$ cat src/rtl/tmr_pkg.sv
`timescale 1ns/100ps
// Package tmr_pkg
// Shared register indexes, control-bit positions and the decoded control
// type for the dual timer. Assumes a 32-bit data word.
package tmr_pkg;
    localparam int unsigned WORD_W     = 32;
    localparam int unsigned IDX_W      = 4;
    localparam int unsigned FREE_PRE_W = 8;

    localparam logic [IDX_W-1:0] IDX_START  = 4'd0;
    localparam logic [IDX_W-1:0] IDX_COUNT  = 4'd1;
    localparam logic [IDX_W-1:0] IDX_CTRL   = 4'd2;
    localparam logic [IDX_W-1:0] IDX_ACK    = 4'd3;
    localparam logic [IDX_W-1:0] IDX_RAW    = 4'd4;
    localparam logic [IDX_W-1:0] IDX_MASKED = 4'd5;
    localparam logic [IDX_W-1:0] IDX_RELOAD = 4'd6;
    localparam logic [IDX_W-1:0] IDX_BDIV   = 4'd7;
    localparam logic [IDX_W-1:0] IDX_FREE   = 4'd8;

    localparam logic [WORD_W-1:0] CTRL_KEEP = 32'h00FF_03AE;

    typedef struct packed {
        logic [FREE_PRE_W-1:0] free_pre;
        logic                  free_en;
        logic                  halt_en;
        logic                  run_en;
        logic                  irq_en;
        logic [1:0]            scale;
        logic                  wide;
    } ctrl_t;
endpackage

$ cat src/rtl/tmr_regfile.sv
`timescale 1ns/100ps
// Module tmr_regfile
// Holds the control word and the base divider, decodes register writes
// into one-cycle strobes for the counters, and muxes the read port.
// Assumes at most one write per cycle; reads are purely combinational.
module tmr_regfile
    import tmr_pkg::*;
#(
    parameter int unsigned BDIV_W = 10
) (
    input  logic              clk,
    input  logic              rst_n,
    input  logic              wr_en,
    input  logic [IDX_W-1:0]  wr_idx,
    input  logic [WORD_W-1:0] wr_data,
    input  logic [IDX_W-1:0]  rd_idx,
    output logic [WORD_W-1:0] rd_data,
    output ctrl_t             ctrl,
    output logic [BDIV_W-1:0] bdiv,
    output logic              start_wr,
    output logic              reload_wr,
    output logic              ack_wr,
    input  logic [WORD_W-1:0] cur_count,
    input  logic [WORD_W-1:0] reload_val,
    input  logic              raw_flag,
    input  logic [WORD_W-1:0] free_count
);
    logic [WORD_W-1:0] ctrl_q;

    // Write strobes for the registers that live in the counter modules.
    assign start_wr  = wr_en && (wr_idx == IDX_START);
    assign reload_wr = wr_en && (wr_idx == IDX_RELOAD);
    assign ack_wr    = wr_en && (wr_idx == IDX_ACK);

    // Control word and base divider storage.
    always_ff @(posedge clk) begin
        if (!rst_n) begin
            ctrl_q <= '0;
            bdiv   <= '0;
        end else if (wr_en) begin
            if (wr_idx == IDX_CTRL) ctrl_q <= wr_data & CTRL_KEEP;
            if (wr_idx == IDX_BDIV) bdiv   <= wr_data[BDIV_W-1:0];
        end
    end

    // Split the stored control word into named fields.
    assign ctrl.free_pre = ctrl_q[23:16];
    assign ctrl.free_en  = ctrl_q[9];
    assign ctrl.halt_en  = ctrl_q[8];
    assign ctrl.run_en   = ctrl_q[7];
    assign ctrl.irq_en   = ctrl_q[5];
    assign ctrl.scale    = ctrl_q[3:2];
    assign ctrl.wide     = ctrl_q[1];

    // Read multiplexer.
    always_comb begin
        case (rd_idx)
            IDX_START:  rd_data = reload_val;
            IDX_COUNT:  rd_data = cur_count;
            IDX_CTRL:   rd_data = ctrl_q;
            IDX_RAW:    rd_data = {{(WORD_W-1){1'b0}}, raw_flag};
            IDX_MASKED: rd_data = {{(WORD_W-1){1'b0}}, raw_flag & ctrl_q[5]};
            IDX_RELOAD: rd_data = reload_val;
            IDX_BDIV:   rd_data = {{(WORD_W-BDIV_W){1'b0}}, bdiv};
            IDX_FREE:   rd_data = free_count;
            default:    rd_data = '0;
        endcase
    end

    a_r2_ctrl_reserved_zero: assert property (@(posedge clk) disable iff (!rst_n)
        (ctrl_q & ~CTRL_KEEP) == '0);
endmodule

$ cat src/rtl/tmr_interval.sv
`timescale 1ns/100ps
// Module tmr_interval
// Prescaled down-counter with start/reload values and a raw flag.
// The tick period is (bdiv+1) times 1, 16 or 256 clocks. A start write
// restarts the prescaler. In narrow mode only the low half counts.
// Assumes halt is already qualified by the control enable.
module tmr_interval #(
    parameter int unsigned WORD_W = 32,
    parameter int unsigned BDIV_W = 10
) (
    input  logic              clk,
    input  logic              rst_n,
    input  logic              en,
    input  logic              halt,
    input  logic              wide,
    input  logic [1:0]        scale,
    input  logic [BDIV_W-1:0] bdiv,
    input  logic              start_wr,
    input  logic              reload_wr,
    input  logic              ack_wr,
    input  logic [WORD_W-1:0] wr_data,
    output logic [WORD_W-1:0] count,
    output logic [WORD_W-1:0] reload,
    output logic              raw
);
    localparam int unsigned SCALE_BITS = 8;
    localparam int unsigned PCNT_W     = BDIV_W + SCALE_BITS;
    localparam int unsigned HALF_W     = WORD_W / 2;

    logic [3:0]        shift;
    logic [PCNT_W:0]   span;
    logic [PCNT_W:0]   pcnt;
    logic [PCNT_W:0]   pcnt_nx;
    logic              tick;
    logic [WORD_W-1:0] active;
    logic              at_zero;
    logic              at_one;

    // Coarse scale selection: 1, 16, or 256 for both upper codes.
    always_comb begin
        case (scale)
            2'b00:   shift = 4'd0;
            2'b01:   shift = 4'd4;
            default: shift = 4'd8;
        endcase
    end

    // Full tick period in clocks and the prescaler's next value.
    assign span    = ({1'b0, {SCALE_BITS{1'b0}}, bdiv} + 1'b1) << shift;
    assign pcnt_nx = pcnt + 1'b1;
    assign tick    = en && !halt && (pcnt_nx == span);

    // Prescaler: restarts on a start write or while disabled, freezes on halt.
    always_ff @(posedge clk) begin
        if (!rst_n || start_wr || !en) pcnt <= '0;
        else if (!halt)                pcnt <= tick ? '0 : pcnt_nx;
    end

    // Active part of the count for the zero and one tests.
    assign active  = wide ? count : {{(WORD_W-HALF_W){1'b0}}, count[HALF_W-1:0]};
    assign at_zero = (active == '0);
    assign at_one  = (active == {{(WORD_W-1){1'b0}}, 1'b1});

    // Down-counter: start write, reload at zero, or decrement.
    always_ff @(posedge clk) begin
        if (!rst_n)        count <= '0;
        else if (start_wr) count <= wr_data;
        else if (tick) begin
            if (at_zero)   count <= reload;
            else if (wide) count <= count - 1'b1;
            else           count <= {count[WORD_W-1:HALF_W], count[HALF_W-1:0] - 1'b1};
        end
    end

    // Background reload value, written by either start or reload index.
    always_ff @(posedge clk) begin
        if (!rst_n)                    reload <= '0;
        else if (start_wr || reload_wr) reload <= wr_data;
    end

    // Raw flag: set on the step into zero, cleared by acknowledge.
    always_ff @(posedge clk) begin
        if (!rst_n)                raw <= 1'b0;
        else if (tick && at_one)   raw <= 1'b1;
        else if (ack_wr)           raw <= 1'b0;
    end

    a_r3_start_lands: assert property (@(posedge clk) disable iff (!rst_n)
        start_wr |=> (count == $past(wr_data)) && (reload == $past(wr_data)));
    a_r5_flag_on_zero: assert property (@(posedge clk) disable iff (!rst_n)
        (tick && at_one && !start_wr) |=> raw);
    a_r6_upper_half_held: assert property (@(posedge clk) disable iff (!rst_n)
        (!wide && !start_wr && !(tick && at_zero)) |=> $stable(count[WORD_W-1:HALF_W]));
    a_r7_ack_clears: assert property (@(posedge clk) disable iff (!rst_n)
        (ack_wr && !tick) |=> !raw);
    a_r9_idle_holds: assert property (@(posedge clk) disable iff (!rst_n)
        (!en && !start_wr) |=> $stable(count));
    a_r11_halt_holds: assert property (@(posedge clk) disable iff (!rst_n)
        (halt && !start_wr) |=> $stable(count));
    a_r12_reload_only: assert property (@(posedge clk) disable iff (!rst_n)
        (reload_wr && !start_wr && !tick) |=> $stable(count));
endmodule

$ cat src/rtl/tmr_freerun.sv
`timescale 1ns/100ps
// Module tmr_freerun
// Free-running up-counter stepping once every (pre+1) clocks while
// enabled. It is read-only from outside and wraps naturally.
// Assumes halt is already qualified by the control enable.
module tmr_freerun #(
    parameter int unsigned WORD_W = 32,
    parameter int unsigned PRE_W  = 8
) (
    input  logic              clk,
    input  logic              rst_n,
    input  logic              en,
    input  logic              halt,
    input  logic [PRE_W-1:0]  pre,
    output logic [WORD_W-1:0] count
);
    logic [PRE_W-1:0] pcnt;
    logic             step;

    assign step = en && !halt && (pcnt == pre);

    // Divider: cleared while disabled, frozen while halted.
    always_ff @(posedge clk) begin
        if (!rst_n || !en) pcnt <= '0;
        else if (!halt)    pcnt <= step ? '0 : pcnt + 1'b1;
    end

    // Counter advance.
    always_ff @(posedge clk) begin
        if (!rst_n)    count <= '0;
        else if (step) count <= count + 1'b1;
    end

    a_r10_unit_steps: assert property (@(posedge clk) disable iff (!rst_n)
        1'b1 |=> (count == $past(count)) || (count == $past(count) + 1'b1));
    a_r10_off_holds: assert property (@(posedge clk) disable iff (!rst_n)
        !en |=> $stable(count));
    a_r11_free_halt_holds: assert property (@(posedge clk) disable iff (!rst_n)
        halt |=> $stable(count));
endmodule

$ cat src/rtl/gp_dual_timer.sv
`timescale 1ns/100ps
// Module gp_dual_timer
// Top of the dual timer: register file, interval down-counter and
// free-running counter, plus the debug-halt qualifier and the masked
// interrupt output. Assumes a single clock domain.
module gp_dual_timer
    import tmr_pkg::*;
#(
    parameter int unsigned BDIV_W = 10
) (
    input  logic              clk,
    input  logic              rst_n,
    input  logic              wr_en,
    input  logic [IDX_W-1:0]  wr_idx,
    input  logic [WORD_W-1:0] wr_data,
    input  logic [IDX_W-1:0]  rd_idx,
    output logic [WORD_W-1:0] rd_data,
    input  logic              dbg_halt,
    output logic              irq
);
    ctrl_t             ctrl;
    logic [BDIV_W-1:0] bdiv;
    logic              start_wr;
    logic              reload_wr;
    logic              ack_wr;
    logic [WORD_W-1:0] cur_count;
    logic [WORD_W-1:0] reload_val;
    logic              raw_flag;
    logic [WORD_W-1:0] free_count;
    logic              halt_q;

    // Debug freeze applies only when the control word allows it.
    assign halt_q = ctrl.halt_en && dbg_halt;
    // Interrupt output is the masked flag.
    assign irq    = raw_flag && ctrl.irq_en;

    tmr_regfile #(.BDIV_W(BDIV_W)) u_regs (
        .clk(clk), .rst_n(rst_n),
        .wr_en(wr_en), .wr_idx(wr_idx), .wr_data(wr_data),
        .rd_idx(rd_idx), .rd_data(rd_data),
        .ctrl(ctrl), .bdiv(bdiv),
        .start_wr(start_wr), .reload_wr(reload_wr), .ack_wr(ack_wr),
        .cur_count(cur_count), .reload_val(reload_val),
        .raw_flag(raw_flag), .free_count(free_count)
    );

    tmr_interval #(.WORD_W(WORD_W), .BDIV_W(BDIV_W)) u_intv (
        .clk(clk), .rst_n(rst_n),
        .en(ctrl.run_en), .halt(halt_q), .wide(ctrl.wide),
        .scale(ctrl.scale), .bdiv(bdiv),
        .start_wr(start_wr), .reload_wr(reload_wr), .ack_wr(ack_wr),
        .wr_data(wr_data),
        .count(cur_count), .reload(reload_val), .raw(raw_flag)
    );

    tmr_freerun #(.WORD_W(WORD_W), .PRE_W(FREE_PRE_W)) u_free (
        .clk(clk), .rst_n(rst_n),
        .en(ctrl.free_en), .halt(halt_q), .pre(ctrl.free_pre),
        .count(free_count)
    );

    a_r8_irq_needs_enable: assert property (@(posedge clk) disable iff (!rst_n)
        !ctrl.irq_en |-> !irq);
    a_r8_irq_follows_flag: assert property (@(posedge clk) disable iff (!rst_n)
        ctrl.irq_en |-> (irq == raw_flag));
endmodule

$ cat config.mk
export PLATFORM = sky130hd
export DESIGN_NAME = gp_dual_timer
export DESIGN_NICKNAME = d
export VERILOG_FILES = /design/src/rtl/tmr_pkg.sv /design/src/rtl/tmr_regfile.sv /design/src/rtl/tmr_interval.sv /design/src/rtl/tmr_freerun.sv /design/src/rtl/gp_dual_timer.sv
export SDC_FILE = /design/constraint.sdc
export NUM_CORES = 1
export LEC_CHECK = 0
export ABC_AREA = 1
export ABC_CLOCK_PERIOD_IN_PS = 2390
export BUFFER_PORTS_ARGS = -buffer_cell sky130_fd_sc_hd__clkbuf_2
export CAP_MARGIN = 5
export CORE_MARGIN = 10
export CORE_UTILIZATION = 55
export DETAILED_ROUTE_END_ITERATION = 12
export PLACE_DENSITY = 0.77
export SETUP_SLACK_MARGIN = 0.5
export SLEW_MARGIN = 20
export SYNTH_ARGS = -nofsm -noshare
export SYNTH_HDL_FRONTEND = slang
export SYNTH_SLANG_ARGS = --single-unit
$ cat constraint.sdc
create_clock -name clk -period 2.39 [get_ports clk]
set_input_delay 0.1195 -clock clk [delete_from_list [all_inputs] [get_ports clk]]
set_output_delay 0.1195 -clock clk [all_outputs]
set_load 0.02 [all_outputs]
==> results of run 1 <==
==> cell usage after synthesis, types with 4 or more instances <==
cell,instances
nand3_1,117
buf_2,5
xnor2_1,8
nor2_1,234
nand2_1,367
o221ai_1,12
ha_1,7
inv_1,149
o21ai_0,116
o2111ai_1,6
nor3b_1,4
inv_2,5
clkbuf_1,50
a21oi_1,105
a211oi_1,8
o211ai_1,12
o21ai_1,9
nor2_2,8
nand3b_1,5
o22ai_1,10
nor3_1,32
a21oi_2,6
xor2_1,48
a22oi_1,9
a31oi_1,4
dfxtp_1,149
o21ai_2,8
nor4_1,8
nand4_1,22
==> power by group through the flow <==
| stage | combinational, W | clock (W) | sequential (W) |
|---|---|---|---|
| 2_1_floorplan | 0.000806 | 0 | 0.00263 |
| 3_3_place_gp | 0.00120 | 0 | 0.00264 |
| 3_5_place_dp | 0.00121 | 0 | 0.00264 |
| 4_1_cts | 0.00133 | 0.00296 | 0.00259 |
| 5_1_grt | 0.00154 | 0.00309 | 0.00259 |
| 6_report | 0.00142 | 0.00298 | 0.00259 |
==> layer usage <==
metal / up-vias / track usage
li1: 5496 / -
met1: 5443 / 0.3741
met2: 665 / 0.4772
met3: 150 / 0.04153
met4: 0 / 0.09128
met5: - / 0
==> sequential cells by signal, indices dropped and copies added, names as in the netlist <==
signal / cells
u_free.count: 32
u_free.pcnt: 8
u_intv.count: 32
u_intv.pcnt: 19
u_intv.raw: 1
u_intv.reload: 32
u_regs.bdiv: 10
u_regs.ctrl_q: 15
==> kinds of logic after synthesis <==
family,after synthesis,synth area share
xor gates and xnor gates,58,0.05387
buffers and inverters,218,0.08841
AOI/OAI and AO/OA,312,0.1848
DFF,149,0.3073
and+or+nand+nor,813,0.3566
adders and majority gates,7,0.009021
==> worst min-delay path: stages <==
cell	delay (ns)
clkbuf_2	0.09
o21ai_0	0.15
a21oi_1	0.05
==> stage by stage <==
step / total power (W) / setup WS [ns] / util
after floorplan: 0.003433 / 0.3166 / -
after global placement: 0.003847 / -0.03872 / 0.6217
after detailed placement: 0.003857 / -0.03047 / 0.6217
after CTS: 0.006876 / 0.06717 / 0.7068
after global routing: 0.007225 / -0.3047 / 0.7535
final: 0.006996 / -0.3101 / 0.7535
==> area by class of cell <==
class                      instances  area, um^2
multi-input combinational       1193        6798
fill                            1348        4264
clock buffer                      20       467.9
clock inverter                    12       175.2
inverter                         156       603.1
timing repair inverter             1       5.005
tap                              225       281.5
timing repair buffer             209        1667
sequential                       149        3035
==> repair_timing <==
action,in CTS,in global routing
gates cloned,4,3
pin swaps,38,46
hold buffers,20,0
endpoints found under the hold margin,21,0
endpoints found under the setup margin,64,88
setup buffers,22,17
resized for setup,90,173
==> worst max path at each step <==
stage                                       from                             to  slack, ns  depth (start not counted)
floorplan            u_regs.bdiv[0]$_SDFFE_PN0P_  u_intv.count[23]$_SDFFE_PN0P_       0.32                         17
global placement     u_intv.pcnt[0]$_SDFFE_PP0N_   u_intv.count[2]$_SDFFE_PN0P_      -0.04                         15
global route         u_intv.pcnt[4]$_SDFFE_PP0N_  u_intv.count[10]$_SDFFE_PN0P_      -0.30                         16
CTS                  u_intv.pcnt[0]$_SDFFE_PP0N_  u_intv.count[23]$_SDFFE_PN0P_       0.07                         15
detailed placement   u_intv.pcnt[0]$_SDFFE_PP0N_   u_intv.count[8]$_SDFFE_PN0P_      -0.03                         15
finish              u_intv.pcnt[14]$_SDFFE_PP0N_  u_intv.count[23]$_SDFFE_PN0P_      -0.31                         17
==> reports/results.ini, run 1 <==
[grt]
antenna_found_initial=0
grt_overflow=0
grt_max_degree=59
grt_usage=0.2870
grt_pass1_wl_um=55430
grt_pass1_vias=10161

[worst_hold_path]
hold_end=u_regs.bdiv[1]$_SDFFE_PN0P_
hold_depth=3
hold_path.class=input port to flip-flop
hold_path.startpoint=wr_data[1]

[critical_path]
arrival_ns=3.02
criticalPathCategory=flip-flop to flip-flop
crit_buf_inv=2
cp-end-kind=flip-flop
critPathLaunchType=flip-flop
slowest_delay_ns=0.40
path_cells=nand2_1 -> nor2_1 -> nand2_1 -> nor2_2 -> nand3b_1 -> nand2_1 -> nand2_1 -> nand2_1 -> nand3_2 -> nor2_4 -> nand3_4 -> buf_12 -> buf_8 -> nand2_8 -> nand3_2 -> nand2_2 -> nor2_2
crit_top_cell=nand2_1
reg2reg_depth=17
slowest_stage=dfxtp_1
path_max_fanout=8
critical-path-top-delay-family=simple AND/OR/NAND/NOR gates
cp.required_ns=2.71
reg2reg_slack_ns=-0.31
r2r-end=u_intv.count[23]$_SDFFE_PN0P_
reg2reg_from=u_intv.pcnt[14]$_SDFFE_PP0N_

[placement]
place_area_um2=10750
dp_hpwl_um=25090
place_congestion=0.9930
dp_cells=1867
io_buffers=76

[drt]
wl_met1_um=15020
wl_um=38130
ant_nets=0
wl_per_cell_um=19.41
routed_via_density=5.982
vias=11754
met3_length_um=3253
firstDrtPassIters=5
first_iter_violations=1368
drcViolationCount=0
met2_length_um=18140
highest_layer=met4

[clocking]
clock_path_buffers=2
cts_root_buf=clkbuf_16
cts_tree=done
cts_buffers=17
clk_pin_slew_ns=0.07
clk-insertion-delay-late_ns=0.44
h-tree-depth=4
clock-sinks=149

[sta]
rsz0062_at_grt=yes
setup_viol=52
finalCritPeriodShare=1.130
timing_hold_violations_final=0
tightest_slew_ns=0.7917
clock.fmax_mhz=370.4
setup_tns_ns=-12.93
skew_ns=0.01321
fin_hold_ws_ns=0.01438
finalWorstSetupSlack_ns=-0.3101
fin_crit_ns=2.700
maxSlewViolCount=0
slew_headroom=0.4716

[pwr]
power_density_nw_per_um2=536.8
cellLeakagePower_nw=5.365
p_switching_w=0.002094
p_clk_frac=0.426
p_seq_frac=0.370
combPwrFrac=0.204
p_sw_frac=0.2993
intPower_w=0.004902
ir_drop_uv=569.3

[synthesis]
yosys_warnings=0
synth_edf_count=0
synth_top_area_cell=dfxtp_1
ys_top_cells_by_area=dfxtp_1 31%, nand2_1 14%, nor2_1 9.0%
synth_fp_nets=1608
ys_ff_latch=149
ys_seq_area_frac=0.3073
synth_ff_type=dfxtp_1
syn-cell-area_um2=9708
yosys.cell_types.count=48
syn_inst=1557
async_flop_share=0
avgSynthCellArea_um2=6.235
synth_top_area_share=0.3073

[job]
maxCapViolCount=0

[layout]
final_nets=1778
stdcell_area_um2=13030
layout_commonest_cell=nand2_1
final_cells=1965
drive_gt1_frac=0.2592
area_delta_synth_final_pct=34.24
mostFrequentLayoutCells=331 x nand2_1, 213 x nor2_1, 142 x inv_1
diodes=0

[floorplan]
initial_core_util=0.5613
die-area_um2=23360
ios=77
core_region_area_um2=17300
fp-row-count=48
die_w_um=152.9
die_h_um=152.9

[status]
violations=setup timing
status=complete, but fails checks

Power figures use the tool's default switching activity.
==> inputs of run 2 (changes only) <==
--- a/config.mk
+++ b/config.mk
@@ -14,7 +14,7 @@
 export DETAILED_ROUTE_END_ITERATION = 12
 export PLACE_DENSITY = 0.77
 export SETUP_SLACK_MARGIN = 0.5
-export SLEW_MARGIN = 20
+export SKIP_LAST_GASP = 1
 export SYNTH_ARGS = -nofsm -noshare
 export SYNTH_HDL_FRONTEND = slang
 export SYNTH_SLANG_ARGS = --single-unit
==> run 2 against run 1 <==
  * Count of clock-buffer cells in the layout did not move
  * Cell count stayed put
  * Sequential cell count is the same
  * Clock power about the same
  * Fmax barely moved
  * The flow still finishes with violations (setup timing)
  * Sequential share of layout area increased by 0.092 points
  * Critical endpoint is now u_intv.pcnt[14]$_SDFFE_PP0N_
  * Cell area fell by 0.39%
  * Power is essentially flat
  * Global-route usage unchanged
  * Via count is 0.37% higher
  * Wire length grew 0.27%
  * Non-clock buffer count unchanged
==> reports/results.ini, run 2 (synthesized netlist as in run 1, its figures left out) <==
[sta]
fin_crit_ns=2.699
clock.fmax_mhz=370.6
rsz0062_at_grt=yes
setup_tns_ns=-12.56
timing_hold_violations_final=0
finalWorstSetupSlack_ns=-0.3086
maxSlewViolCount=0
tightest_slew_ns=0.8143
finalCritPeriodShare=1.129
skew_ns=0.009896
slew_headroom=0.4565
setup_viol=52

[critical_path]
criticalPathCategory=flip-flop to flip-flop
path_max_fanout=7
slowest_delay_ns=0.39
path_cells=nand2_1 -> nor2_1 -> nand2_1 -> nor2_2 -> nand3b_1 -> nand2_1 -> nand2_1 -> nand2_1 -> nand3_2 -> nor2_4 -> nand3_4 -> buf_12 -> buf_12 -> nand2_8 -> nor2_4 -> nor2_1 -> nor2_1
arrival_ns=3.01
critPathLaunchType=flip-flop
reg2reg_depth=17
critical-path-top-delay-family=simple AND/OR/NAND/NOR gates
r2r-end=u_intv.pcnt[14]$_SDFFE_PP0N_
reg2reg_from=u_intv.pcnt[14]$_SDFFE_PP0N_
cp.required_ns=2.70
crit_top_cell=nand2_1
cp-end-kind=flip-flop
reg2reg_slack_ns=-0.31
crit_buf_inv=2
crit_start=u_intv.pcnt[14]$_SDFFE_PP0N_
slowest_stage=dfxtp_1

[layout]
nFillCells=1362
area_delta_synth_final_pct=33.72
final_cells=1965
biggestRegsByFlops=u_free.count (32), u_intv.count (32), u_intv.reload (32)
layout_commonest_cell=nand2_1
mostFrequentLayoutCells=332 x nand2_1, 214 x nor2_1, 143 x inv_1
regArea_um2=3035
diodes=0
drive_gt1_frac=0.2546
stdcell_area_um2=12980
multi_input_area_um2=6765
final_nets=1778

[placement]
dp_cells=1867
place_congestion=0.9930
io_buffers=76
place_area_um2=10750
dp_hpwl_um=25090

[floorplan]
initial_core_util=0.5613
core_region_area_um2=17300
ios=77
die_w_um=152.9
die_h_um=152.9
die-area_um2=23360
fp-row-count=48

[drt]
drcViolationCount=0
firstDrtPassIters=9
vias=11798
routed_via_density=6.004
first_iter_violations=1423
wl_per_cell_um=19.46
wl_um=38240
ant_nets=0

[clocking]
clk_pin_slew_ns=0.07
cts_root_buf=clkbuf_16
cts_buffers=17
clock_path_buffers=2
cts_tree=done
clk-insertion-delay-late_ns=0.44
h-tree-depth=4
clock-sinks=149

[pwr]
power_density_nw_per_um2=539.0
cellLeakagePower_nw=5.355
p_sw_frac=0.2998
p_clk_frac=0.427
p_switching_w=0.002097
intPower_w=0.004899
combPwrFrac=0.203
finalPower_w=0.006996
ir_drop_uv=564.2
p_seq_frac=0.370

[grt]
grt_pass1_wl_um=55430
grt_usage=0.2870
grt_max_degree=59
grt_overflow=0
antenna_found_initial=0
grt_pass1_vias=10161

[worst_hold_path]
hold_path.class=input port to flip-flop
hold_end=u_regs.bdiv[1]$_SDFFE_PN0P_
hold_path.startpoint=wr_data[1]
hold_depth=3

[status]
status=complete, but fails checks
violations=setup timing

[job]
maxCapViolCount=0

==> run 2: final cells by class <==
cell class / count / area share
multi-input cells: 1193 / 0.5212
flip-flops and latches: 149 / 0.2338
well taps: 225 / 0.02169
clock buffers: 20 / 0.03605
inverters: 156 / 0.04617
repair buffers: 209 / 0.1272
repair inverters: 1 / 0.0003855
clock inverters: 12 / 0.01349
==> run 2: metal layers <==
metal	track usage	wire length, um	up-vias
met2	0.4772	18190	717
met3	0.04153	3385	160
met1	0.3741	14940	5429
met4	0.09128	1723	0
li1	-	-	5492
met5	0	0	-
==> run 2: power by group through the flow <==
stage	clock network (W)	logic, W	registers [W]
finish	0.00299	0.00142	0.00259
global placement	0	0.00120	0.00264
detailed placement	0	0.00121	0.00264
global route	0.00308	0.00154	0.00259
CTS	0.00296	0.00133	0.00259
floorplan	0	0.000806	0.00263
==> run 2: how the worst max path moves through the flow <==
stage	end	slack (ns)	depth (start not counted)
after floorplan	u_intv.count[23]$_SDFFE_PN0P_	0.32	17
after global placement	u_intv.count[2]$_SDFFE_PN0P_	-0.04	15
after detailed placement	u_intv.count[8]$_SDFFE_PN0P_	-0.03	15
after CTS	u_intv.count[23]$_SDFFE_PN0P_	0.07	15
after global routing	u_intv.count[23]$_SDFFE_PN0P_	-0.52	17
final	u_intv.pcnt[14]$_SDFFE_PP0N_	-0.31	17
==> run 2: worst min-delay path, delay by kind of cell <==
family	cells	cell delay, ns
buffers and inverters	1	0.10
AOI/OAI and AO/OA	2	0.20
==> run 2: per-stage QoR <==
step                setup WS [ns]  utilization  hold slack (ns)
floorplan                  0.3166            -           0.2471
global placement         -0.03872       0.6217           0.3543
finish                    -0.3086       0.7505          0.01827
CTS                       0.06717       0.7068          0.01252
global route              -0.5243       0.7505          0.02323
detailed placement       -0.03047       0.6217           0.3599
==> run 2: repair_timing <==
item | in CTS | in global routing
resized for setup | 90 | 159
hold buffers | 20 | 0
pin swaps | 38 | 44
setup buffers | 22 | 17
endpoints found under the hold margin | 21 | 0
gates cloned | 4 | 3
setup endpoints to repair | 64 | 88
==> inputs of run 3 (changes only) <==
--- a/config.mk
+++ b/config.mk
@@ -13,6 +13,7 @@
 export CORE_UTILIZATION = 55
 export DETAILED_ROUTE_END_ITERATION = 12
 export PLACE_DENSITY = 0.77
+export RECOVER_POWER = 50
 export SETUP_SLACK_MARGIN = 0.5
 export SKIP_LAST_GASP = 1
 export SYNTH_ARGS = -nofsm -noshare
==> run 3 against run 2 <==
  * The flow still finishes with violations (setup timing)
  * Clock power about the same
  * Non-clock buffer count unchanged
  * Cell area down 0.35%
  * Critical path depth unchanged
  * Cell count unchanged
  * Global-route usage unchanged
  * First-iteration DRC count down 1.1%
  * Register-to-register slack worse by 0.02 ns
  * Utilization down 0.26 points
  * Worst hold slack worse by 0.0030 ns
  * Power down 0.25%
  * Largest power group unchanged
  * Highest routed layer unchanged
==> reports/results.ini, run 3 (synthesized netlist as in run 1, its figures left out) <==
[layout]
layout_commonest_cell=nand2_1
biggestRegsByFlops=u_free.count (32), u_intv.count (32), u_intv.reload (32)
area_delta_synth_final_pct=33.25
final_nets=1778
stdcell_area_um2=12940
mostFrequentLayoutCells=333 x nand2_1, 214 x nor2_1, 143 x inv_1
final_core_util=0.7479
drive_gt1_frac=0.2494
diodes=0

[clocking]
cts_root_buf=clkbuf_16
cts_tree=done
h-tree-depth=4
clk_pin_slew_ns=0.06
cts_buffers=17
clock_path_buffers=2
clock-sinks=149
clk-insertion-delay-late_ns=0.44

[floorplan]
core_region_area_um2=17300
initial_core_util=0.5613
die-area_um2=23360
ios=77
die_w_um=152.9
die_h_um=152.9
fp-row-count=48

[status]
violations=setup timing
status=complete, but fails checks

[sta]
timing_hold_violations_final=0
rsz0062_at_grt=yes
tightest_slew_ns=0.8300
fin_hold_ws_ns=0.01527
skew_ns=0.009695
fin_crit_ns=2.719
slew_headroom=0.4460
finalWorstSetupSlack_ns=-0.3287
finalCritPeriodShare=1.138
setup_viol=52
clock.fmax_mhz=367.8
maxSlewViolCount=0

[drt]
wl_per_cell_um=19.48
firstDrtPassIters=10
vias=11825
routed_via_density=6.018
wl_um=38280
drcViolationCount=0
ant_nets=0
first_iter_violations=1407

[placement]
place_worst_setup_slack_ns=-0.03047
dp_hpwl_um=25090
io_buffers=76
place_area_um2=10750
place_congestion=0.9930

[critical_path]
criticalPathCategory=flip-flop to flip-flop
r2r-end=u_intv.count[30]$_SDFFE_PN0P_
slowest_stage=dfxtp_1
cp-end-kind=flip-flop
path_cells=nand2_1 -> nor2_1 -> nand2_1 -> nor2_2 -> nand3b_1 -> nand2_1 -> nand2_1 -> nand2_1 -> nand3_2 -> nor2_4 -> nand3_4 -> buf_12 -> buf_4 -> nand2_4 -> nand3_1 -> nand2_1 -> nor2_1
critPathLaunchType=flip-flop
crit_top_cell=nand2_1
arrival_ns=3.05
reg2reg_depth=17
cp.required_ns=2.72
reg2reg_slack_ns=-0.33
path_max_fanout=7
slowest_delay_ns=0.39
reg2reg_from=u_intv.pcnt[14]$_SDFFE_PP0N_

[grt]
grt_usage=0.2870
grt_pass1_vias=10161
grt_overflow=0
grt_pass1_wl_um=55430
antenna_found_initial=0
grt_max_degree=59

[worst_hold_path]
hold_depth=3
hold_end=u_intv.reload[21]$_SDFFE_PN0P_
hold_path.class=input port to flip-flop
hold_path.startpoint=wr_data[21]

[pwr]
p_clk_frac=0.427
intPower_w=0.004894
p_sw_frac=0.2987
p_switching_w=0.002085
cellLeakagePower_nw=5.327
finalPower_w=0.006979
combPwrFrac=0.202
power_density_nw_per_um2=539.5
ir_drop_uv=567.6
p_seq_frac=0.371

[job]
maxCapViolCount=0

==> run 3: worst max path at each step <==
stage | start | to | slack [ns]
6_report | u_intv.pcnt[14]$_SDFFE_PP0N_ | u_intv.count[30]$_SDFFE_PN0P_ | -0.33
5_1_grt | u_intv.pcnt[14]$_SDFFE_PP0N_ | u_intv.count[23]$_SDFFE_PN0P_ | -0.52
4_1_cts | u_intv.pcnt[0]$_SDFFE_PP0N_ | u_intv.count[23]$_SDFFE_PN0P_ | 0.07
3_5_place_dp | u_intv.pcnt[0]$_SDFFE_PP0N_ | u_intv.count[8]$_SDFFE_PN0P_ | -0.03
3_3_place_gp | u_intv.pcnt[0]$_SDFFE_PP0N_ | u_intv.count[2]$_SDFFE_PN0P_ | -0.04
2_1_floorplan | u_regs.bdiv[0]$_SDFFE_PN0P_ | u_intv.count[23]$_SDFFE_PN0P_ | 0.32
==> run 3: stage by stage <==
| step | instances | setup TNS [ns] |
|---|---|---|
| finish | 1965 | -13.78 |
| detailed placement | 1867 | -0.1976 |
| global route | 1965 | -22.97 |
| global placement | 1867 | -0.3912 |
| CTS | 1945 | 0 |
| floorplan | 1557 | 0 |
==> run 3: cell type report <==
class                           count  area (um^2)
Multi-Input combinational cell   1193         6753
Fill cell                        1377         4360
Sequential cell                   149         3035
Timing Repair Buffer              209         1619
Inverter                          156        599.3
Clock buffer                       20        467.9
Tap cell                          225        281.5
Clock inverter                     12        175.2
Timing Repair inverter              1        5.005
==> run 3: power by group through the flow <==
stage	logic, W	clock network, W	registers, W
6_report	0.00141	0.00298	0.00259
5_1_grt	0.00153	0.00308	0.00259
4_1_cts	0.00133	0.00296	0.00259
3_5_place_dp	0.00121	0	0.00264
3_3_place_gp	0.00120	0	0.00264
2_1_floorplan	0.000806	0	0.00263
==> run 3: what timing repair did <==
| action | 4_1_cts | 5_1_grt |
|---|---|---|
| gates cloned | 4 | 3 |
| endpoints found under the hold margin | 21 | 0 |
| hold buffers | 20 | 0 |
| setup endpoints to repair | 64 | 88 |
| pin swaps | 38 | 44 |
| resized for setup | 90 | 159 |
| buffers inserted | 22 | 17 |
==> run 3: layer usage <==
metal / wire length [um] / global-route usage
met4: 1822 / 0.09128
met5: 0 / 0
met3: 3399 / 0.04153
met1: 15000 / 0.3741
met2: 18060 / 0.4772
==> run 3: worst max-delay path, delay by kind of cell, from the launching register on <==
family                 cells  cell delay [ns]
buffers and inverters      2             0.31
DFF                        1             0.39
and+or+nand+nor           15             1.91
